$ cat config.mk
export PLATFORM = sky130hd
export DESIGN_NAME = i2c_cmd_engine
export DESIGN_NICKNAME = d
export VERILOG_FILES = /design/src/rtl/i2c_eng_pkg.sv /design/src/rtl/i2c_eng_fifo.sv /design/src/rtl/i2c_eng_resid.sv /design/src/rtl/i2c_eng_xfer.sv /design/src/rtl/i2c_cmd_engine.sv
export SDC_FILE = /design/constraint.sdc
export NUM_CORES = 1
export LEC_CHECK = 0
export BUFFER_PORTS_ARGS = -buffer_cell sky130_fd_sc_hd__buf_2
export CORE_ASPECT_RATIO = 0.7
export CORE_MARGIN = 5
export CORE_UTILIZATION = 40
export CTS_BUF_LIST = sky130_fd_sc_hd__clkbuf_4 sky130_fd_sc_hd__clkbuf_8
export DETAILED_ROUTE_END_ITERATION = 12
export PLACE_DENSITY_LB_ADDON = 0.12
export SKIP_LAST_GASP = 1
export SLEW_MARGIN = 20
export SYNTH_ARGS = -nofsm -noshare
export SYNTH_HDL_FRONTEND = slang
export SYNTH_SLANG_ARGS = --single-unit
$ cat constraint.sdc
create_clock -name clk -period 8.1 [get_ports clk]
set_input_delay 0.81 -clock clk [delete_from_list [all_inputs] [get_ports clk]]
set_output_delay 0.81 -clock clk [all_outputs]
set_load 0.005 [all_outputs]
$ cat src/rtl/i2c_eng_pkg.sv
package i2c_eng_pkg;
  localparam int LEN_W  = 16;
  localparam int ADDR_W = 7;
  localparam int BYTE_W = 8;

  typedef enum logic [1:0] {
    BOP_START = 2'd0,
    BOP_SEND  = 2'd1,
    BOP_RECV  = 2'd2,
    BOP_STOP  = 2'd3
  } bus_op_e;

  typedef enum logic [2:0] {
    XS_IDLE, XS_START, XS_RUN, XS_SEND, XS_RECV, XS_STOP
  } xfer_state_e;

  typedef struct packed {
    logic              start;
    logic              with_addr;
    logic              rd_cont;
    logic              stop;
    logic [3:0]        rsvd;
    logic [ADDR_W-1:0] dev;
    logic              rnw;
    logic [LEN_W-1:0]  len;
  } cmd_word_t;
endpackage

$ cat src/rtl/i2c_eng_fifo.sv
module i2c_eng_fifo #(
  parameter int DEPTH = 8,
  parameter int W     = 8,
  localparam int AW   = (DEPTH > 1) ? $clog2(DEPTH) : 1,
  localparam int CW   = $clog2(DEPTH + 1)
) (
  input  logic          clk,
  input  logic          rst,
  input  logic          clr,
  input  logic          push,
  input  logic [W-1:0]  wdata,
  input  logic          pop,
  output logic [W-1:0]  head,
  output logic [CW-1:0] count,
  output logic          full,
  output logic          empty
);
  logic [W-1:0]  mem [DEPTH];
  logic [AW-1:0] wr_ptr, rd_ptr;
  logic          do_push, do_pop;

  function automatic logic [AW-1:0] step(input logic [AW-1:0] p);
    return (p == AW'(DEPTH - 1)) ? '0 : p + 1'b1;
  endfunction

  assign full    = (count == CW'(DEPTH));
  assign empty   = (count == '0);
  assign do_push = push && !full;
  assign do_pop  = pop && !empty;
  assign head    = mem[rd_ptr];

  always_ff @(posedge clk) begin
    if (do_push) mem[wr_ptr] <= wdata;
  end

  always_ff @(posedge clk) begin
    if (rst || clr) begin
      wr_ptr <= '0;
      rd_ptr <= '0;
      count  <= '0;
    end else begin
      if (do_push) wr_ptr <= step(wr_ptr);
      if (do_pop)  rd_ptr <= step(rd_ptr);
      if (do_push && !do_pop)      count <= count + 1'b1;
      else if (do_pop && !do_push) count <= count - 1'b1;
    end
  end
endmodule

$ cat src/rtl/i2c_eng_resid.sv
module i2c_eng_resid #(
  parameter int W = 16
) (
  input  logic         clk,
  input  logic         rst,
  input  logic         clr,
  input  logic         load,
  input  logic [W-1:0] load_val,
  input  logic         dec,
  output logic [W-1:0] val,
  output logic         zero,
  output logic         fault
);
  assign zero  = (val == '0);
  assign fault = dec && !load && zero;

  always_ff @(posedge clk) begin
    if (rst || clr)        val <= '0;
    else if (load)         val <= load_val;
    else if (dec && !zero) val <= val - 1'b1;
  end
endmodule

$ cat src/rtl/i2c_eng_xfer.sv
module i2c_eng_xfer
  import i2c_eng_pkg::*;
(
  input  logic              clk,
  input  logic              rst,
  input  logic              go_start,
  input  logic              rnw,
  input  logic              stop_req,
  input  logic              fe_zero,
  input  logic              be_zero,
  input  logic              fifo_empty,
  input  logic              fifo_full,
  input  logic [BYTE_W-1:0] fifo_head,
  input  logic              bus_ack,
  input  logic              bus_nack,
  output logic              bus_req,
  output logic [1:0]        bus_op,
  output logic [BYTE_W-1:0] bus_wdata,
  output logic              busy,
  output logic              fifo_pop,
  output logic              fifo_push,
  output logic              fe_dec,
  output logic              nack_evt,
  output logic              abort,
  output logic              settled
);
  xfer_state_e st;
  bus_op_e     op;

  always_comb begin
    unique case (st)
      XS_SEND: op = BOP_SEND;
      XS_RECV: op = BOP_RECV;
      XS_STOP: op = BOP_STOP;
      default: op = BOP_START;
    endcase
  end

  assign bus_op    = op;
  assign bus_req   = (st == XS_START) || (st == XS_SEND) ||
                     (st == XS_RECV)  || (st == XS_STOP);
  assign fifo_pop  = (st == XS_SEND) && bus_ack;
  assign fifo_push = (st == XS_RECV) && bus_ack;
  assign fe_dec    = ((st == XS_SEND) || (st == XS_RECV)) && bus_ack;
  assign nack_evt  = bus_ack && bus_nack && ((st == XS_START) || (st == XS_SEND));
  assign abort     = (st == XS_SEND) && bus_ack && bus_nack;
  assign settled   = fe_zero && be_zero &&
                     ((st == XS_IDLE) || ((st == XS_RUN) && !stop_req));

  always_ff @(posedge clk) begin
    if (rst) begin
      st        <= XS_IDLE;
      busy      <= 1'b0;
      bus_wdata <= '0;
    end else begin
      unique case (st)
        XS_IDLE: if (go_start) st <= XS_START;
        XS_START: if (bus_ack) begin
          if (bus_nack) begin
            st   <= XS_IDLE;
            busy <= 1'b0;
          end else begin
            st   <= XS_RUN;
            busy <= 1'b1;
          end
        end
        XS_RUN: begin
          if (go_start) st <= XS_START;
          else if (fe_zero && be_zero && stop_req) st <= XS_STOP;
          else if (!fe_zero && !rnw && !fifo_empty) begin
            st        <= XS_SEND;
            bus_wdata <= fifo_head;
          end
          else if (!fe_zero && rnw && !fifo_full) st <= XS_RECV;
        end
        XS_SEND: if (bus_ack) st <= bus_nack ? XS_STOP : XS_RUN;
        XS_RECV: if (bus_ack) st <= XS_RUN;
        XS_STOP: if (bus_ack) begin
          st   <= XS_IDLE;
          busy <= 1'b0;
        end
        default: st <= XS_IDLE;
      endcase
    end
  end
endmodule

$ cat src/rtl/i2c_cmd_engine.sv
module i2c_cmd_engine
  import i2c_eng_pkg::*;
#(
  parameter int FIFO_DEPTH = 8,
  localparam int CNT_W     = $clog2(FIFO_DEPTH + 1)
) (
  input  logic              clk,
  input  logic              rst,
  input  logic              host_wr_en,
  input  logic              host_wr_sel,
  input  logic [31:0]       host_wr_data,
  input  logic              host_rd_en,
  output logic [BYTE_W-1:0] host_rd_data,
  input  logic              pace_allow,
  output logic              bus_req,
  output logic [1:0]        bus_op,
  output logic [ADDR_W-1:0] bus_addr,
  output logic              bus_rnw,
  output logic [BYTE_W-1:0] bus_wdata,
  input  logic              bus_ack,
  input  logic              bus_nack,
  input  logic [BYTE_W-1:0] bus_rdata,
  output logic              cmd_done,
  output logic              xfer_busy,
  output logic              err_invalid,
  output logic              err_nack,
  output logic              err_overrun,
  output logic              err_access,
  output logic [CNT_W-1:0]  fifo_count,
  output logic [LEN_W-1:0]  fe_left,
  output logic [LEN_W-1:0]  be_left
);
  cmd_word_t cmd_in;
  logic cmd_wr, fifo_wr, fifo_rd, cmd_valid, accept, go_start;
  logic rnw_q, stop_q;
  logic [ADDR_W-1:0] dev_q;
  logic host_push, host_pop, inv_evt, ovr_evt;
  logic f_full, f_empty, f_push, f_pop;
  logic [BYTE_W-1:0] f_head, f_wdata;
  logic x_pop, x_push, x_fe_dec, x_nack, x_abort, x_settled;
  logic [LEN_W-1:0] rc_val [2];
  logic rc_zero [2];
  logic rc_fault [2];
  logic rc_dec [2];
  logic unused_bits;

  assign cmd_in    = cmd_word_t'(host_wr_data);
  assign cmd_wr    = host_wr_en && !host_wr_sel;
  assign fifo_wr   = host_wr_en && host_wr_sel;
  assign fifo_rd   = host_rd_en;
  assign cmd_valid = cmd_in.start || cmd_in.with_addr || cmd_in.stop || (cmd_in.len != '0);
  assign accept    = cmd_wr && cmd_valid && cmd_done;
  assign go_start  = accept && cmd_in.start;
  assign unused_bits = ^{cmd_in.rd_cont, cmd_in.rsvd, rc_fault[0]};

  assign host_push = fifo_wr && xfer_busy && !rnw_q && !f_full;
  assign host_pop  = fifo_rd && xfer_busy && rnw_q && !f_empty;
  assign inv_evt   = (cmd_wr && (!cmd_valid || !cmd_done)) ||
                     (fifo_wr && (!xfer_busy || rnw_q)) ||
                     (fifo_rd && (!xfer_busy || !rnw_q));
  assign ovr_evt   = !pace_allow &&
                     ((fifo_wr && xfer_busy && !rnw_q && f_full) ||
                      (fifo_rd && xfer_busy && rnw_q && f_empty));

  assign f_push  = host_push || x_push;
  assign f_pop   = host_pop || x_pop;
  assign f_wdata = rnw_q ? bus_rdata : host_wr_data[BYTE_W-1:0];

  assign rc_dec[0] = x_fe_dec;
  assign rc_dec[1] = host_push || host_pop;
  assign fe_left   = rc_val[0];
  assign be_left   = rc_val[1];
  assign bus_addr  = dev_q;
  assign bus_rnw   = rnw_q;

  always_ff @(posedge clk) begin
    if (rst) begin
      rnw_q  <= 1'b0;
      stop_q <= 1'b0;
      dev_q  <= '0;
    end else if (accept) begin
      rnw_q  <= cmd_in.rnw;
      stop_q <= cmd_in.stop;
      dev_q  <= cmd_in.dev;
    end
  end

  always_ff @(posedge clk) begin
    if (rst) begin
      cmd_done     <= 1'b1;
      err_invalid  <= 1'b0;
      err_nack     <= 1'b0;
      err_overrun  <= 1'b0;
      err_access   <= 1'b0;
      host_rd_data <= '0;
    end else begin
      if (accept)         cmd_done <= 1'b0;
      else if (x_settled) cmd_done <= 1'b1;
      if (inv_evt)     err_invalid <= 1'b1;
      if (x_nack)      err_nack    <= 1'b1;
      if (ovr_evt)     err_overrun <= 1'b1;
      if (rc_fault[1]) err_access  <= 1'b1;
      if (host_pop)    host_rd_data <= f_head;
    end
  end

  for (genvar g = 0; g < 2; g++) begin : g_resid
    i2c_eng_resid #(.W(LEN_W)) u_rc (
      .clk      (clk),
      .rst      (rst),
      .clr      (x_abort),
      .load     (accept),
      .load_val (cmd_in.len),
      .dec      (rc_dec[g]),
      .val      (rc_val[g]),
      .zero     (rc_zero[g]),
      .fault    (rc_fault[g])
    );
  end

  i2c_eng_fifo #(.DEPTH(FIFO_DEPTH), .W(BYTE_W)) u_fifo (
    .clk   (clk),
    .rst   (rst),
    .clr   (x_abort),
    .push  (f_push),
    .wdata (f_wdata),
    .pop   (f_pop),
    .head  (f_head),
    .count (fifo_count),
    .full  (f_full),
    .empty (f_empty)
  );

  i2c_eng_xfer u_xfer (
    .clk        (clk),
    .rst        (rst),
    .go_start   (go_start),
    .rnw        (rnw_q),
    .stop_req   (stop_q),
    .fe_zero    (rc_zero[0]),
    .be_zero    (rc_zero[1]),
    .fifo_empty (f_empty),
    .fifo_full  (f_full),
    .fifo_head  (f_head),
    .bus_ack    (bus_ack),
    .bus_nack   (bus_nack),
    .bus_req    (bus_req),
    .bus_op     (bus_op),
    .bus_wdata  (bus_wdata),
    .busy       (xfer_busy),
    .fifo_pop   (x_pop),
    .fifo_push  (x_push),
    .fe_dec     (x_fe_dec),
    .nack_evt   (x_nack),
    .abort      (x_abort),
    .settled    (x_settled)
  );
endmodule

# After elaboration in Yosys (flattened, before gate mapping)

Memory sizes are Yosys's and may differ from the RTL's. A register that Yosys moved wholly into a read port is not among the register bits.
Cells that the tools add are included.

Flip-flop bits (word level): 76
Bits in writable memories: 64
Output and inout bits: 69
Word-level logic and storage cells: 156
Memories: 1

Add/sub/neg operators: 6
Equality and inequality tests: 14
Mux-type cells: 32
Bitwise gates (word level): 2
Reduce and logical (&&, ||, !) cells: 84

Memories:

| memory     | depth | width | read ports | clocked after Yosys merged registers in | write ports | RTL line           | source |
|---|---|---|---|---|---|---|---|
| u_fifo.mem | 8     | 8     | 1          | 1                                       | 1           | i2c_eng_fifo.sv:18 | `logic [W-1:0] mem [DEPTH];` |

Operators with widths:

| kind                    | count |
|---|---|
| $mux W16                | 4 |
| $mux W3                 | 14 |
| $logic_and A1 B1 Y1     | 39 |
| $logic_not A16 Y1       | 2 |
| $sub A16 B1 Y16 const B | 2 |
| $logic_or A1 B1 Y1      | 18 |
| $pmux W3 S6             | 1 |
| $reduce_bool A16 Y1     | 1 |
| $logic_not A1 Y1        | 14 |
| $eq A3 B3 Y1 const B    | 4 |
| $ne A2 B2 Y1 const B    | 5 |
| $reduce_bool A2 Y1      | 5 |
| $mux W4                 | 2 |
| $mux W8                 | 1 |
| $mux W1                 | 7 |
| $add A3 B1 Y3 const B   | 2 |
| $eq A3 B2 Y1 const B    | 2 |
| $pmux W2 S3             | 1 |
| $reduce_and A6 Y1       | 1 |
| $ne A5 B5 Y1 const B    | 1 |
| $add A4 B1 Y4 const B   | 1 |
| $eq A4 B4 Y1 const B    | 1 |
| $logic_not A4 Y1        | 1 |
| $reduce_and A4 Y1       | 1 |
| other kinds (7)         | 8 |

# Longest topological paths before layout

Gate-level depths: netlist of run 1.

Word-level depth: 10
Gate-level depth with buffers: 14
Gate-level depth less buffers: 12

# By module

A second synthesis of run 1 with hierarchy kept.

Cell total of the unflattened synthesis: 606
Area, all modules: 6782.8 um^2

By module, submodules not included:

| module                          | instances | cells each | area each (um^2) | seq. area each (um^2) |
|---|---|---|---|---|
| i2c_eng_fifo                    | 1         | 171        | 3179.3           | 2182.1 |
| i2c_cmd_engine                  | 1         | 123        | 1072.3           | 440.4 |
| i2c_eng_resid (g_resid[0].u_rc) | 1         | 119        | 985.9            | 320.3 |
| i2c_eng_resid (g_resid[1].u_rc) | 1         | 116        | 902.1            | 320.3 |
| i2c_eng_xfer                    | 1         | 77         | 643.1            | 240.2 |

# Least setup slack after synthesis of run 1

Ideal clock, no wire load.

Path type: input to register
Start: input port bus_ack
End: register u_fifo.count[3]
Library setup time: 0.071 ns
Arrival time: 2.841 ns
Setup slack: 5.189 ns
Stages: 12
Path buffers: 0
Path through: and3b_1 nand2_1 a21oi_1 inv_1 ha_1 inv_1 ha_1 a21o_1 a21oi_1 xnor2_1 or3_1 a21oi_1

Longest elaborated chain between the ends: 6

Ends and longest elaborated chain:

| what                                                 | RTL line                                                   | source |
|---|---|---|
| start, declared                                      | i2c_cmd_engine.sv:20                                       | `input logic bus_ack,` |
| $logic_and A1 B1 Y1 (on tied branches)               | i2c_eng_xfer.sv:42, i2c_eng_xfer.sv:46, i2c_eng_xfer.sv:43 |  |
| $logic_or A1 B1 Y1 (on tied branches)                | i2c_cmd_engine.sv:66, i2c_cmd_engine.sv:65                 |  |
| $logic_and A1 B1 Y1 (on tied branches)               | i2c_eng_fifo.sv:29, i2c_eng_fifo.sv:28                     |  |
| $logic_not A1 Y1 (on tied branches)                  | i2c_eng_fifo.sv:44, i2c_eng_fifo.sv:45                     |  |
| $logic_and A1 B1 Y1 (on tied branches)               | i2c_eng_fifo.sv:44, i2c_eng_fifo.sv:45                     |  |
| $mux W4 / $reduce_bool A2 Y1 (equally long branches) | n/a                                                        |  |
| end signal, assigned                                 | i2c_eng_fifo.sv:44                                         | `if (do_push && !do_pop) count <= count + 1'b1;` |
| end signal, assigned                                 | i2c_eng_fifo.sv:45                                         | `else if (do_pop && !do_push) count <= count - 1'b1;` |
| end, declared                                        | i2c_eng_fifo.sv:14                                         | `output logic [CW-1:0] count,` |

Parallel ways exist; a longest one is shown, timed or not.
A chain may end at the register's enable or synchronous reset.

# Worst setup path in the final report of run 1

Start: register rnw_q (netlist: bus_rnw)
End: register u_fifo.count[3]

Longest elaborated chain between the ends: 8

Ends and longest elaborated chain:

| what                                | RTL line             | source |
|---|---|---|
| start, declared                     | i2c_cmd_engine.sv:35 | `logic rnw_q, stop_q;` |
| start signal, assigned              | i2c_cmd_engine.sv:82 | `rnw_q <= cmd_in.rnw;` |
| $logic_not A1 Y1                    | i2c_cmd_engine.sv:56 | `assign host_push = fifo_wr && xfer_busy && !rnw_q && !f_full;` |
| $logic_and A1 B1 Y1 (2 in a row)    | i2c_cmd_engine.sv:56 |  |
| $logic_or A1 B1 Y1                  | i2c_cmd_engine.sv:65 | `assign f_push = host_push \|\| x_push;` |
| $logic_and A1 B1 Y1                 | i2c_eng_fifo.sv:28   | `assign do_push = push && !full;` |
| $logic_not A1 Y1                    | i2c_eng_fifo.sv:45   |  |
| $logic_and A1 B1 Y1                 | i2c_eng_fifo.sv:45   |  |
| $reduce_bool A2 Y1 (no source line) | n/a                  |  |

Parallel ways exist; a longest one is shown, timed or not.

==> out/qor.csv, run 1 <==
metric,value,unit
status,finished clean,
skew final,0.00929,ns
pre-CTS setup slack,4.47,ns
Setup TNS,0,ns
Tot GR Track Use,18.4,%
Max Buffers Root-to-Sink,2,
post-synth net total,613,
period utilization,40.3,%
Mapped Area,6380,um^2
clk slew on worst S/H paths,0.08,ns
setup ws final,4.84,ns
die extent in x,161,um
Resize count post-CTS,0,
Mapped Cells,554,
largest net degree at the start of global routing,39,
Post-Syn Area per Cell,11.5,um^2
post-synth cell types,62,
via count,4882,
antenna-violating nets left,0,
peak supply drop,0.0975,mV
clock sink count,143,
fin nets,721,
TritonCTS buffer count,17,
TritonCTS clock tree,yes,
Buffers on Ports,111,
Post-CTS Setup Bufs,0,
pwr dens,199,nW/um^2
flop2flop setup slack,4.84,ns
Max-slew headroom,35.2,%
Synth top area share,30.1,%
number of global-route vias before repair,4563,
synth top area cells,"edfxtp_1 30%, dfxtp_1 25%, mux4_2 5.6%",
initial antenna violation count,1,
"flops & latches, synth",143,
RSZ-0062 raised after global routing,false,
Least-Margin Pin Slew,0.968,ns
row cnt,38,
Clock Latency Late Sink,0.44,ns
"count leader, synth",dfxtp_1,
depth of the CTS H-tree,4,
fin crit period,3.26,ns
die area,18600,um^2
FMAX,307,MHz
"top cells by count, synth","79 x dfxtp_1, 64 x edfxtp_1, 43 x a21oi_1",
P_leak,0.00274,uW
Initial Util,40.9,%
Yosys warnings,0,
drt first pass iters,5,
"Hold-fix buffers, CTS",0,
Routability Congestion,0.812,
I/O Pins,117,
Max-Cap Viols,0,
cell taking the most area after synthesis,edfxtp_1,
Detailed Place HPWL,12.1,mm
Final Hold Viols,0,
Worst Path Arrival,3.64,ns
Hold Path Class,flop to flop,
Pins Over Slew Limit,0,
share of cells above drive strength 1,29.2,%
core box area,15600,um^2
Post-synth top flop,dfxtp_1,
CP startpoint kind,flop,
root buffer cell,clkbuf_8,
Worst setup EP type,flop,
# DRC,0,
first-pass GRT wire length,26.2,mm
Iteration-0 DRC Markers,360,
area delta synth->final,17.6,%
"Remaining Overflow, GRT",0,
ANT cells,0,
number of synthesized flops with an enable pin,64,
Worst Path Required,8.48,ns
CP Class,flop to flop,
final setup fails,0,
Wirelength per Cell,18.9,um
"wirelength, routed",16.5,mm
"FFs w/ async S/R, synth",0,%
Vias/cell,5.58,
"Seq/Total Area, Yosys",54.9,%
"Max FO, Critical Path",16,
fin util,48.1,%
DIE HEIGHT,116,um
## path summary, 6_finish.rpt
kind | startpoint | to | depth (start not counted)
setup / recovery | bus_rnw | u_fifo.count[3] | 11
hold / removal | bus_addr[2] | bus_addr[2] | 2
setup reg to reg | bus_rnw | u_fifo.count[3] | 11
hold reg to reg | bus_addr[2] | bus_addr[2] | 2
## cells by family after synthesis
group / count (synthesis) / share of synthesized area (%)
XOR/XNOR: 20 / 2.75
flip-flops: 143 / 54.9
buffers and inverters: 39 / 2.53
adder cells (fa/ha/maj): 11 / 2.27
multiplexers: 36 / 8.94
AND/OR/NAND/NOR: 172 / 15.4
AO/OA/AOI/OAI: 133 / 13.2
## cells in the final DEF, fill, tap and decap left out, types with 9 or more instances in the layout
cell type / count
buf_2: 112
dfxtp_1: 79
clkbuf_8: 19
inv_1: 9
mux2i_1: 12
a21oi_1: 43
a31oi_1: 19
nand2_1: 42
xor2_1: 15
nor4_1: 9
o21ai_0: 28
edfxtp_1: 64
ha_1: 10
or3_1: 18
mux4_2: 16
a211oi_1: 17
nor2_1: 36
## report_power, final
part	total (uW)	switching, uW	internal (uW)	leakage, uW
Sequential	802	29.5	773	0.00122
Combinational	156	91.8	64.5	0.00133
Clock	534	276	258	0.000189
Total	1490	397	1100	0.00274
## final cells by class
class                   count  area (um^2)
flip-flops and latches    143         3500
multi-input cells         372         2730
inverters                  10         37.5
well taps                 200          250
repair buffers            118          606
clock inverters            13          111
clock buffers              19          262
fillers                  1465         8090
## metal layers
| metal | share of wire, % | track usage (%) | vias to the layer above |
|---|---|---|---|
| li1 | - | - | 2342 |
| met1 | 49 | 27.6 | 2343 |
| met2 | 41 | 25.5 | 167 |
| met3 | 7.1 | 5.01 | 28 |
| met4 | 2.2 | 6.36 | 2 |
| met5 | 0.079 | 0 | - |
## critical path: stages, from the launching register on
cell     delay (ns)
dfxtp_1        0.76
nand3_1        0.35
a21oi_1        0.47
inv_1          0.11
ha_1           0.26
inv_1          0.12
ha_1           0.24
a21o_1         0.17
a21oi_1        0.17
xnor2_1        0.10
or3_1          0.30
a21oi_1        0.14
## sequential cells by signal (all words and copies together) (netlist names), named ones only
signal	cells
u_fifo.mem	64
g_resid.u_rc.val	32
host_rd_data	8
u_xfer.bus_wdata	8
bus_addr	7
u_fifo.count	4
u_fifo.rd_ptr	3
u_fifo.wr_ptr	3
u_xfer.st	3
bus_rnw	1
cmd_done	1
err_access	1
err_invalid	1
err_nack	1
err_overrun	1
stop_q	1
u_xfer.busy	1
## through the flow
step           instance area, um^2  hold WS [ns]  std cells  power [uW]
3_3_place_gp                  7120         0.439        842         969
5_1_grt                       7500         0.479        875        1560
4_1_cts                       7500         0.460        874        1510
2_1_floorplan                 6380         0.450        554         911
3_5_place_dp                  7120         0.449        842         973
6_report                      7500         0.461        875        1490
Note: power is estimated with default switching activity, not from simulation.
==> run 2, diff against run 1 <==
- clock period: 8.1 -> 3.15 ns (I/O delays scaled with it)
==> run 2 against run 1 <==
  * Clock skew rose by 0.0050 ns
  * Global-route usage rose by 0.38 points
  * Fmax rose by 13%
  * Utilization rose by 1.0 points
  * Power rose to 2.7 times the previous value
  * Die area did not move
  * Register-to-register slack got worse by 4.6 ns
  * Non-clock buffer count rose by 15
  * Via count rose by 0.20%
  * Clock power rose to 3.0 times the previous value
  * Sequential share of layout area fell by 0.98 points
  * Critical endpoint unchanged
==> out/qor.csv, run 2 (same netlist as run 1, synthesis figures left out) <==
metric,value,unit
Final Hold Viols,0,
DIE HEIGHT,116,um
Top Registers,"u_fifo.mem x64, g_resid.u_rc.val x32",
peak supply drop,0.225,mV
"Remaining Overflow, GRT",0,
Detailed Place HPWL,12.4,mm
crit path buf inv count,2,
"Hold-fix buffers, CTS",0,
share of cells above drive strength 1,30.0,%
status,finished clean,
P_leak,0.00284,uW
depth of the CTS H-tree,4,
Worst Path Arrival,3.25,ns
Worst path max stage delay,0.54,ns
Max-Cap Viols,0,
Max-slew headroom,47.9,%
first-pass GRT wire length,26.6,mm
FMAX,348,MHz
Routability Congestion,0.837,
CP startpoint kind,flop,
Worst setup EP type,flop,
Vias/cell,5.50,
Placed Instances,858,
Clock power frac,39.0,%
sw frac,24.4,%
Reg with most FFs,u_fifo.mem,
Psw,993,uW
setup ws final,0.273,ns
Pins Over Slew Limit,0,
Max Buffers Root-to-Sink,2,
row cnt,38,
die extent in x,161,um
combinational share of power,10.5,%
final setup fails,0,
pre-CTS setup slack,0.310,ns
Least-Margin Pin Slew,0.780,ns
fin util,49.1,%
Iteration-0 DRC Markers,327,
TritonCTS buffer count,17,
Cell Int Power,3070,uW
# DRC,0,
period utilization,91.3,%
skew final,0.0143,ns
"most common cell after layout, fill and taps aside",buf_2,
pwr dens,530,nW/um^2
Worst Path Required,3.52,ns
Resize count post-CTS,0,
"wirelength, routed",16.9,mm
number of global-route vias before repair,4770,
RSZ-0062 raised after global routing,false,
Post-CTS Setup Bufs,0,
initial antenna violation count,0,
Initial Util,40.9,%
Clock Latency Late Sink,0.45,ns
die area,18600,um^2
Setup TNS,0,ns
Crit path max-delay family,simple AND/OR/NAND/NOR gates,
"commonest non-fill, non-tap cells in the layout","111 x buf_2, 79 x dfxtp_1, 64 x edfxtp_1",
drt first pass iters,5,
fin crit period,2.88,ns
antenna-violating nets left,0,
I/O Pins,117,
max FFs per register,64,
"Max FO, Critical Path",9,
via count,4892,
clk slew on worst S/H paths,0.08,ns
Tot GR Track Use,18.7,%
area delta synth->final,20.1,%
CP Class,flop to flop,
Worst path slowest cell,nor4b_1,
Flop pwr share,50.5,%
clock sink count,143,
Buffers on Ports,111,
TritonCTS clock tree,yes,
ANT cells,0,
Wirelength per Cell,18.9,um
Layout Cells excl Fill,890,
Hold Path Class,primary input to flop,
worst-path cell chain,"nor4b_1, a21o_1, inv_2, ha_1, inv_1, ha_1, a21o_1, a21oi_1, xnor2_1, or3_1, a21oi_1",
root buffer cell,clkbuf_8,
core box area,15600,um^2
largest net degree at the start of global routing,39,
fin nets,736,
[run 2: cell types whose count changed in the layout (fill, tap and decap cells not counted), sizes merged]
cell	previous run	this run
clkbuf	19	21
bufinv	1	4
clkinv	6	4
inv	13	10
buf	118	133
[run 2: metrics by stage]
stage	power (uW)	hold WS, ns	instance area, um^2
final	4060	0.0991	7660
after global routing	4240	0.0882	7660
after CTS	4110	0.0633	7660
after detailed placement	2520	0.450	7230
after global placement	2510	0.438	7230
after floorplan	2340	0.450	6380
[run 2: area by class of cell]
type | count | area [um^2]
Multi-Input combinational cell | 372 | 2720
Fill cell | 1447 | 7930
Sequential cell | 143 | 3500
Clock inverter | 11 | 165
Inverter | 10 | 37.5
Clock buffer | 21 | 270
Tap cell | 200 | 250
Timing Repair Buffer | 133 | 721
[run 2: worst min-delay path, cell delays in order]
cell and delay, ns:
buf_2 0.09, nand2_1 0.04, a21oi_1 0.05
[run 2: per-layer routing]
layer | global-route usage [%] | up-vias | wire (um)
met3 | 4.44 | 18 | 1130
met1 | 28.5 | 2358 | 8590
met2 | 25.8 | 151 | 6860
met4 | 7.10 | 0 | 272
met5 | 0 | - | 0
li1 | - | 2365 | -
[run 2: path summary, 6_finish.rpt]
path	from	endpoint	slack (ns)	cells past startpoint
max	u_fifo.count[0]	u_fifo.count[3]	0.27	11
min	host_wr_data[20]	bus_addr[3]	0.1	3
max reg2reg	u_fifo.count[0]	u_fifo.count[3]	0.27	11
min reg2reg	bus_addr[6]	bus_addr[6]	0.46	2
[run 2: power by group through the flow]
stage	Combinational (uW)	Clock (uW)	Sequential, uW
2_1_floorplan	262	0	2080
3_3_place_gp	419	0	2090
3_5_place_dp	422	0	2090
4_1_cts	424	1630	2050
5_1_grt	473	1710	2060
6_report	426	1580	2050
